==> src/rtl/xflow_pkg.sv <==
package xflow_pkg;
    typedef enum logic [1:0] {
        P_RUN   = 2'd0,
        P_DRAIN = 2'd1,
        P_HOLD  = 2'd2
    } pause_st_t;

    typedef enum logic [1:0] {
        E_GO      = 2'd0,
        E_ASK_OFF = 2'd1,
        E_STOPPED = 2'd2,
        E_ASK_ON  = 2'd3
    } emit_st_t;
endpackage

==> src/rtl/xf_rx_filter.sv <==
module xf_rx_filter #(
    parameter int CHAR_W = 8
) (
    input  logic              clk,
    input  logic              rst_n,
    input  logic              cfg_enable,
    input  logic              cfg_strip,
    input  logic [CHAR_W-1:0] xon_char,
    input  logic [CHAR_W-1:0] xoff_char,
    input  logic              rx_valid,
    input  logic [CHAR_W-1:0] rx_data,
    output logic              out_valid,
    output logic [CHAR_W-1:0] out_data,
    output logic              ev_xon,
    output logic              ev_xoff
);
    logic hit_off, hit_on, drop;

    // The stop character wins when both characters are equal.
    always_comb begin
        hit_off = rx_valid && cfg_enable && (rx_data == xoff_char);
        hit_on  = rx_valid && cfg_enable && (rx_data == xon_char) && !hit_off;
        drop    = cfg_strip && (hit_on || hit_off);
    end

    always_ff @(posedge clk or negedge rst_n) begin
        if (!rst_n) begin
            out_valid <= 1'b0;
            out_data  <= '0;
            ev_xon    <= 1'b0;
            ev_xoff   <= 1'b0;
        end else begin
            out_valid <= rx_valid && !drop;
            if (rx_valid) out_data <= rx_data;
            ev_xon    <= hit_on;
            ev_xoff   <= hit_off;
        end
    end


    strip_chk: assert property (@(posedge clk) disable iff (!rst_n)
        (rx_valid && cfg_enable && cfg_strip && (rx_data == xon_char || rx_data == xoff_char)) |=> !out_valid);


    pass_chk: assert property (@(posedge clk) disable iff (!rst_n)
        (rx_valid && !cfg_enable) |=> (out_valid && out_data == $past(rx_data)));


    ev_off_chk: assert property (@(posedge clk) disable iff (!rst_n)
        (rx_valid && cfg_enable && rx_data == xoff_char) |=> (ev_xoff && !ev_xon));
endmodule

==> src/rtl/xf_pause_fsm.sv <==
module xf_pause_fsm
    import xflow_pkg::*;
(
    input  logic clk,
    input  logic rst_n,
    input  logic cfg_enable,
    input  logic ev_xon,
    input  logic ev_xoff,
    input  logic force_xon,
    input  logic force_xoff,
    input  logic tx_busy,
    output logic tx_pause
);
    pause_st_t state_q, state_d;
    logic      stop_cause, resume_cause;

    always_comb begin
        stop_cause   = force_xoff || (!force_xon && !ev_xon && ev_xoff);
        resume_cause = !force_xoff && (force_xon || ev_xon);
        state_d      = state_q;
        if (!cfg_enable) begin
            state_d = P_RUN;                         // disable
        end else if (stop_cause) begin
            if (state_q == P_HOLD) state_d = P_HOLD;
            else if (tx_busy)      state_d = P_DRAIN; // stop_busy
            else                   state_d = P_HOLD;  // stop_idle
        end else if (resume_cause) begin
            state_d = P_RUN;                         // resume
        end else begin
            unique case (state_q)
                P_RUN:   state_d = P_RUN;
                P_DRAIN: state_d = tx_busy ? P_DRAIN : P_HOLD; // boundary
                P_HOLD:  state_d = P_HOLD;
                default: state_d = P_RUN;
            endcase
        end
    end

    always_ff @(posedge clk or negedge rst_n) begin
        if (!rst_n) state_q <= P_RUN;
        else        state_q <= state_d;
    end

    always_comb begin
        tx_pause = (state_q == P_HOLD);
    end


    boundary_chk: assert property (@(posedge clk) disable iff (!rst_n)
        $rose(tx_pause) |-> $past(!tx_busy));


    resume_chk: assert property (@(posedge clk) disable iff (!rst_n)
        (cfg_enable && !force_xoff && (force_xon || ev_xon)) |=> !tx_pause);


    off_pause_chk: assert property (@(posedge clk) disable iff (!rst_n)
        !cfg_enable |=> !tx_pause);
endmodule

==> src/rtl/xf_level_fsm.sv <==
module xf_level_fsm
    import xflow_pkg::*;
#(
    parameter int CHAR_W  = 8,
    parameter int LEVEL_W = 8
) (
    input  logic               clk,
    input  logic               rst_n,
    input  logic               cfg_enable,
    input  logic [CHAR_W-1:0]  xon_char,
    input  logic [CHAR_W-1:0]  xoff_char,
    input  logic [LEVEL_W-1:0] stop_level,
    input  logic [LEVEL_W-1:0] go_level,
    input  logic [LEVEL_W-1:0] fifo_level,
    input  logic               send_grant,
    output logic               send_req,
    output logic [CHAR_W-1:0]  send_char
);
    emit_st_t state_q, state_d;

    always_comb begin
        state_d = state_q;
        if (!cfg_enable) begin
            state_d = E_GO;                                         // disable
        end else begin
            unique case (state_q)
                E_GO:      if (fifo_level > stop_level) state_d = E_ASK_OFF; // over
                E_ASK_OFF: if (send_grant)              state_d = E_STOPPED; // sent_off
                E_STOPPED: if (fifo_level < go_level)   state_d = E_ASK_ON;  // under
                E_ASK_ON:  if (send_grant)              state_d = E_GO;      // sent_on
                default:   state_d = E_GO;
            endcase
        end
    end

    always_ff @(posedge clk or negedge rst_n) begin
        if (!rst_n) state_q <= E_GO;
        else        state_q <= state_d;
    end

    always_comb begin
        send_req  = 1'b0;
        send_char = '0;
        unique case (state_q)
            E_ASK_OFF: begin send_req = 1'b1; send_char = xoff_char; end
            E_ASK_ON:  begin send_req = 1'b1; send_char = xon_char;  end
            default:   begin send_req = 1'b0; send_char = '0;        end
        endcase
    end


    cross_chk: assert property (@(posedge clk) disable iff (!rst_n)
        $rose(send_req) |-> $past(fifo_level > stop_level || fifo_level < go_level));


    hold_req_chk: assert property (@(posedge clk) disable iff (!rst_n)
        (cfg_enable && send_req && !send_grant) |=> send_req);


    drop_req_chk: assert property (@(posedge clk) disable iff (!rst_n)
        (send_req && send_grant) |=> !send_req);


    off_req_chk: assert property (@(posedge clk) disable iff (!rst_n)
        !cfg_enable |=> !send_req);
endmodule

==> src/rtl/xflow_ctrl.sv <==
module xflow_ctrl #(
    parameter int CHAR_W  = 8,
    parameter int LEVEL_W = 8
) (
    input  logic               clk,
    input  logic               rst_n,
    input  logic               cfg_enable,
    input  logic               cfg_strip,
    input  logic [CHAR_W-1:0]  cfg_xon_char,
    input  logic [CHAR_W-1:0]  cfg_xoff_char,
    input  logic [LEVEL_W-1:0] cfg_stop_level,
    input  logic [LEVEL_W-1:0] cfg_go_level,
    input  logic               force_xon,
    input  logic               force_xoff,
    input  logic               rx_valid,
    input  logic [CHAR_W-1:0]  rx_data,
    output logic               out_valid,
    output logic [CHAR_W-1:0]  out_data,
    output logic               ev_xon,
    output logic               ev_xoff,
    input  logic [LEVEL_W-1:0] fifo_level,
    input  logic               tx_busy,
    output logic               tx_pause,
    output logic               send_req,
    output logic [CHAR_W-1:0]  send_char,
    input  logic               send_grant
);
    xf_rx_filter #(.CHAR_W(CHAR_W)) u_filter (
        .clk       (clk),
        .rst_n     (rst_n),
        .cfg_enable(cfg_enable),
        .cfg_strip (cfg_strip),
        .xon_char  (cfg_xon_char),
        .xoff_char (cfg_xoff_char),
        .rx_valid  (rx_valid),
        .rx_data   (rx_data),
        .out_valid (out_valid),
        .out_data  (out_data),
        .ev_xon    (ev_xon),
        .ev_xoff   (ev_xoff)
    );

    xf_pause_fsm u_pause (
        .clk       (clk),
        .rst_n     (rst_n),
        .cfg_enable(cfg_enable),
        .ev_xon    (ev_xon),
        .ev_xoff   (ev_xoff),
        .force_xon (force_xon),
        .force_xoff(force_xoff),
        .tx_busy   (tx_busy),
        .tx_pause  (tx_pause)
    );

    xf_level_fsm #(.CHAR_W(CHAR_W), .LEVEL_W(LEVEL_W)) u_level (
        .clk       (clk),
        .rst_n     (rst_n),
        .cfg_enable(cfg_enable),
        .xon_char  (cfg_xon_char),
        .xoff_char (cfg_xoff_char),
        .stop_level(cfg_stop_level),
        .go_level  (cfg_go_level),
        .fifo_level(fifo_level),
        .send_grant(send_grant),
        .send_req  (send_req),
        .send_char (send_char)
    );
endmodule

==> config.mk <==
export PLATFORM = sky130hd
export DESIGN_NAME = xflow_ctrl
export DESIGN_NICKNAME = d
export VERILOG_FILES = /design/src/rtl/xflow_pkg.sv /design/src/rtl/xf_rx_filter.sv /design/src/rtl/xf_pause_fsm.sv /design/src/rtl/xf_level_fsm.sv /design/src/rtl/xflow_ctrl.sv
export SDC_FILE = /design/constraint.sdc
export NUM_CORES = 1
export LEC_CHECK = 0
export CAP_MARGIN = 20
export CORE_MARGIN = 2
export CORE_UTILIZATION = 43
export DETAILED_ROUTE_END_ITERATION = 16
export DONT_BUFFER_PORTS = 1
export HOLD_SLACK_MARGIN = 0.08
export PLACE_DENSITY = 0.67
export REMOVE_ABC_BUFFERS = 1
export SETUP_SLACK_MARGIN = 0.5
export SKIP_LAST_GASP = 1
export SLEW_MARGIN = 20
export SYNTH_ARGS = -nofsm -noshare
export SYNTH_HDL_FRONTEND = slang
export SYNTH_SLANG_ARGS = --single-unit
==> constraint.sdc <==
create_clock -name clk -period 2.2 [get_ports clk]
set_clock_uncertainty 0.1 [all_clocks]
set_input_delay 0.22 -clock clk [delete_from_list [all_inputs] [get_ports clk]]
set_output_delay 0.22 -clock clk [all_outputs]
set_load 0.05 [all_outputs]
==> reports/results.tsv, run 1 <==
metric	value	unit
Layout Cells excl Fill	208	
post-synthesis average cell area	9.60	µm²
#FFs+latches synth	15	
crit start category	flop	
Mapped Area	1350	µm²
CTS Sinks	15	
CTS clk-pin slew, worst paths	0.08	ns
global-route wire length before repair	4.89	mm
fin. max-slew vios	0	
DRC violations left	0	
Worst EP required	2.31	ns
DRT iter0 DRCs	26	
critical path start-end classification	reg2reg	
GRT Total Usage	17.7	%
width of the die	60.1	µm
FP Rows	20	
Final Setup Violations	0	
Crit Path Max Fanout	4	
Peak Freq	531	MHz
H-Tree Depth	1	
Clock Latency Late Sink	0.28	ns
simple-gate area share of the yosys netlist	10.6	%
Avg WL per Cell	14.9	µm
Ports	78	
number of global-route vias before repair	1174	
layout net count	243	
worst rel slew slack	56.3	%
routed vias	1122	
CTS tree	done	
maximum vdd drop	0.461	mV
initial antenna violation count	0	
P&R area growth vs syn	26.5	%
Synth Area in Compound Gates	15.9	%
worst slew pin tran	0.653	ns
mux cell area share after synthesis	8.13	%
Synth Instances	141	
initial cell density of the core	44.7	%
clock tree buffer depth	2	
Synth Area in Adders	19.4	%
final global-route overflow total	0	
period utilisation layout	85.6	%
Max-Cap Viols	0	
CTS Root Cell	clkbuf_4	
Hold Path Class	in2reg	
fill cell count	252	
largest net degree at the start of global routing	16	
DRT Wirelength	3.10	mm
# diodes	0	
Netlist cell types	34	
dpl ws	0.238	ns
fin worst setup slack	0.317	ns
# port buffers	0	
DR pass1 iterations	4	
post-placement cell count	185	
Die ar.	3610	µm²
TritonCTS Buffers	3	
static leakage	0.833	nW
RSZ-0062 raised after global routing	yes	
sequential fraction of the synthesis area	27.7	%
vias per cell	5.39	
CP arrival	2.00	ns
fin crit period	1.88	ns
CORE AREA	3030	µm²
Final TNS setup	0	ns
Final Hold Fails	0	
Critical Path Sink Type	flop	
run status	finished, final reports clean	
Post-Synth XOR/XNOR Area	10.4	%
largest family of logic cells by synthesized area	adder cells	
Synthesis Warnings	0	
GPL Wtd Cong	0.843	
share of cells above drive strength 1	22.6	%
Antenna Violating Nets Remaining	0	
DIE HEIGHT	60.1	µm
PD cells	757	nW/µm²
hpwl dp	2.44	mm
## critical path: stages, from the launching register on
cell      delay, ns
dfrtp_1        0.43
ha_2           0.21
or2_4          0.25
a22oi_2        0.16
o311ai_2       0.12
a311oi_2       0.31
mux2i_1        0.22
## final cells by class
cell class | instances | area, µm² | share of cell area [%]
sequential | 15 | 375 | 21.9
timing repair buffer | 23 | 224 | 13.1
inverter | 22 | 82.6 | 4.82
multi-input combinational | 100 | 950 | 55.4
tap | 44 | 55.1 | 3.21
clock buffer | 4 | 26.3 | 1.53
## per-layer routing
layer | GRT usage, % | share of wire [%] | vias to the layer above
li1 | - | - | 545
met3 | 8.23 | 9.0 | 4
met5 | 0 | 0 | -
met1 | 18.8 | 35 | 529
met2 | 31.8 | 55 | 44
met4 | 3.81 | 0.97 | 0
## flip-flops by register name, indices dropped and copies added, names as in the netlist
| signal | cells |
|---|---|
| u_level.state_q | 2 |
| u_filter.out_valid | 1 |
| u_filter.out_data | 8 |
| u_pause.state_q | 2 |
| u_filter.ev_xon | 1 |
| u_filter.ev_xoff | 1 |
## cell usage in the layout (no fill, tap or decap), types with 2 or more instances in the layout
cell type       n
inv_1          20
ha_1           19
dfrtp_1        15
dlygate4sd3_1  14
xor2_1         10
a22o_4          8
mux2_2          8
xnor2_1         6
nand2_1         6
a21oi_1         6
buf_4           6
nor2_1          4
nand4_1         4
a21boi_0        3
clkbuf_4        3
o211ai_1        2
nor3_1          2
inv_2           2
nor4_1          2
nand3_1         2
nor2b_1         2
mux2i_1         2
ha_2            2
## per-stage QoR
| stage | util (%) | hold WS, ns | area, µm² | power (mW) |
|---|---|---|---|---|
| 6_report | 56.6 | 0.0898 | 1710 | 1.30 |
| 3_5_place_dp | 46.7 | -0.175 | 1420 | 0.986 |
| 5_1_grt | 56.6 | 0.0932 | 1710 | 1.36 |
| 4_1_cts | 55.6 | 0.0845 | 1680 | 1.27 |
| 2_1_floorplan | - | -0.176 | 1330 | 0.887 |
| 3_3_place_gp | 46.7 | -0.175 | 1420 | 0.970 |
## report_power, final
group / internal [mW] / switching (mW)
clock: 0.0706 / 0.0864
combinational: 0.314 / 0.428
sequential: 0.307 / 0.0899
## timing repair
action	in CTS	in global routing
setup buffers	2	2
gates resized for setup	16	5
endpoints found under the hold margin	30	0
gates cloned	0	0
pin swaps	2	1
endpoints found under the setup margin	11	12
hold buffers	15	0
## worst paths after layout
check / from / endpoint / slack (ns) / cells after the start
max: u_level.state_q[0] / u_level.state_q[0] / 0.32 / 6
min: force_xoff / u_pause.state_q[0] / 0.09 / 2
max reg2reg: u_level.state_q[0] / u_level.state_q[0] / 0.32 / 6
min reg2reg: u_level.state_q[0] / u_level.state_q[0] / 0.57 / 3
max in group asynchronous: rst_n / u_level.state_q[0] / 1.29 / 1
min in group asynchronous: rst_n / u_filter.out_data[6] / 0.30 / 1
## kinds of logic (layout without fill, tap and decap cells)
kind of cell               Yosys count  after routing
buffers and inverters               26             49
AOI/OAI and AO/OA                   27             27
DFF                                 15             15
muxes                               10             10
xor gates and xnor gates            16             16
adders and majority gates           21             21
and+or+nand+nor                     26             26
## Yosys cell counts, drive strengths merged
library cell / n / area share (%)
nor4: 3 / 1.8
nand2: 6 / 1.7
o21bai: 1 / 0.55
inv: 22 / 6.1
clkbuf: 2 / 0.55
buf: 2 / 1.2
ha: 21 / 19
a22oi: 1 / 0.92
nand4: 4 / 1.8
mux2i: 2 / 1.5
nor2b: 2 / 0.92
or2: 1 / 0.65
o211ai: 2 / 1.1
dfrtp: 15 / 28
o21ai: 2 / 0.74
a22o: 8 / 5.5
xor2: 10 / 6.5
o311ai: 1 / 0.65
and4: 1 / 0.65
o21a: 1 / 0.55
a311oi: 1 / 1.1
nor3: 2 / 0.74
a21boi: 3 / 1.7
a21oi: 6 / 2.2
nor2: 4 / 1.1
nand3: 2 / 0.74
xnor2: 6 / 3.9
mux2: 8 / 6.7
nand2b: 1 / 0.46
o221a: 1 / 0.83
(Power assumes the default switching activity.)
==> inputs of run 2 (changes only) <==
==> constraint.sdc (replaced) <==
create_clock -name clk -period 2.1 [get_ports clk]
set_clock_uncertainty 0.1 [all_clocks]
set_input_delay 0.21 -clock clk [delete_from_list [all_inputs] [get_ports clk]]
set_output_delay 0.21 -clock clk [all_outputs]
set_load 0.05 [all_outputs]
==> run 2 against run 1 <==
  * Register-to-register slack worse by 0.12 ns
  * Combinational power grew 18%
  * Critical path type unchanged
  * Design area is 4.0% higher
  * Sequential power is 8.3% higher
  * Count of clock-buffer cells in the layout shrank 1
  * Largest cell class unchanged
  * Via count rose by 0.45%
==> reports/results.tsv, run 2 (synthesized netlist as in run 1, its figures left out) <==
metric	value	unit
run status	finished, final reports clean	
hold path start	force_xon	
DR pass1 iterations	3	
DRC violations left	0	
initial antenna violation count	0	
# diodes	0	
Final Hold Fails	0	
width of the die	60.1	µm
Worst R2R Start	u_level.state_q[0]	
Crit Reg-Reg Endpoint	u_level.state_q[0]	
Avg WL per Cell	15.3	µm
fin crit period	1.90	ns
GRT Total Usage	18.4	%
P&R area growth vs syn	31.6	%
period utilisation layout	90.7	%
DIE HEIGHT	60.1	µm
Ports	78	
Crit Path Max Fanout	4	
hold path depth	3	
crit start category	flop	
fill cell count	251	
critical path start-end classification	reg2reg	
PD cells	832	nW/µm²
worst slew pin tran	0.639	ns
hpwl dp	2.44	mm
Antenna Violating Nets Remaining	0	
Largest regs	u_filter.out_data (8), u_level.state_q (2), u_pause.state_q (2)	
vias per cell	5.37	
Clock Latency Late Sink	0.28	ns
RSZ-0062 raised after global routing	yes	
end point of the worst hold path	u_pause.state_q[0]	
FP Rows	20	
maximum vdd drop	0.619	mV
fin. max-slew vios	0	
global-route wire length before repair	5.08	mm
# port buffers	0	
H-Tree Depth	1	
Max-Cap Viols	0	
number of global-route vias before repair	1175	
Peak Freq	525	MHz
Critical Path Sink Type	flop	
static leakage	0.845	nW
CTS Sinks	15	
max reg flops	8	
clock tree buffer depth	2	
CTS Root Cell	clkbuf_4	
post-place instance area	1420	µm²
Final TNS setup	0	ns
GPL Wtd Cong	0.853	
routed vias	1127	
final global-route overflow total	0	
Hold Path Class	in2reg	
most frequent cells in the layout	inv_1 (20), ha_1 (18), dlygate4sd3_1 (15)	
R2R setup slack	0.20	ns
CORE AREA	3030	µm²
TritonCTS Buffers	3	
Die ar.	3610	µm²
CTS clk-pin slew, worst paths	0.10	ns
FF-to-FF path depth	6	
worst rel slew slack	57.2	%
DRT Wirelength	3.21	mm
design area	1780	µm²
layout net count	245	
Final Setup Violations	0	
leading cell type in the layout, fill and taps excluded	inv_1	
initial cell density of the core	44.7	%
CP arrival	2.03	ns
CTS tree	done	
DRT iter0 DRCs	51	
Worst EP required	2.22	ns
share of cells above drive strength 1	25.9	%
largest register by flop count	u_filter.out_data	
largest net degree at the start of global routing	16	
## run 2: changes by cell type in the layout (fill, tap and decap cells not counted), sizes merged
cell,before,now
buf,8,9
dlygate4sd3,14,15
clkbuf,4,3
clkinvlp,0,1
## run 2: cell type report
type | instances | area, µm² | area share [%]
clock buffers | 3 | 22.5 | 1.26
clock inverters | 1 | 7.51 | 0.421
inverters | 22 | 82.6 | 4.63
multi-input cells | 100 | 975 | 54.7
flip-flops and latches | 15 | 378 | 21.2
well taps | 44 | 55.1 | 3.09
repair buffers | 25 | 262 | 14.7
## run 2: layer usage
metal	up-vias	global-route usage (%)	part of all wire [%]
li1	539	-	-
met1	545	20.9	38
met5	-	0	0
met3	2	6.71	7.6
met4	0	2.22	0.56
met2	41	33.7	54
## run 2: power breakdown
group	total (mW)	internal, mW	switching [mW]
Clock	0.174	0.0725	0.101
Combinational	0.878	0.407	0.471
Sequential	0.430	0.325	0.105
## run 2: through the flow
step | util, % | std cells | hold WS, ns | worst slack, ns | power [mW]
CTS | 56.4 | 207 | 0.0829 | 0.234 | 1.37
finish | 58.8 | 210 | 0.0889 | 0.195 | 1.48
floorplan | - | 137 | -0.186 | 0.0671 | 0.929
global route | 58.8 | 210 | 0.101 | 0.0845 | 1.55
global placement | 46.7 | 185 | -0.185 | 0.217 | 1.02
detailed placement | 46.7 | 185 | -0.185 | 0.144 | 1.03
## run 2: worst max-delay path, stage by stage, from the launching register on
cell and delay [ns]:
dfrtp_2 0.48, ha_4 0.18, or2_4 0.25, a22oi_2 0.17, o311ai_2 0.13, a311oi_2 0.31
mux2i_1 0.22
## run 2: worst max-delay path by stage
stage                                  start                  to  slack, ns  depth (start not counted)
after floorplan           u_level.state_q[0]  u_level.state_q[0]       0.07                          6
after global placement    u_level.state_q[0]  u_level.state_q[1]       0.22                          6
after detailed placement  u_level.state_q[1]  u_level.state_q[0]       0.14                          7
after CTS                 u_level.state_q[1]  u_level.state_q[0]       0.23                          7
after global routing      u_level.state_q[0]  u_level.state_q[1]       0.08                          6
final                     u_level.state_q[0]  u_level.state_q[0]       0.20                          6
## run 2: what timing repair did
action,CTS,global route
endpoints found under the setup margin,11,12
pin swaps,3,8
buffers inserted,2,3
hold buffers,16,0
hold endpoints to repair,30,0
gates resized for setup,19,13
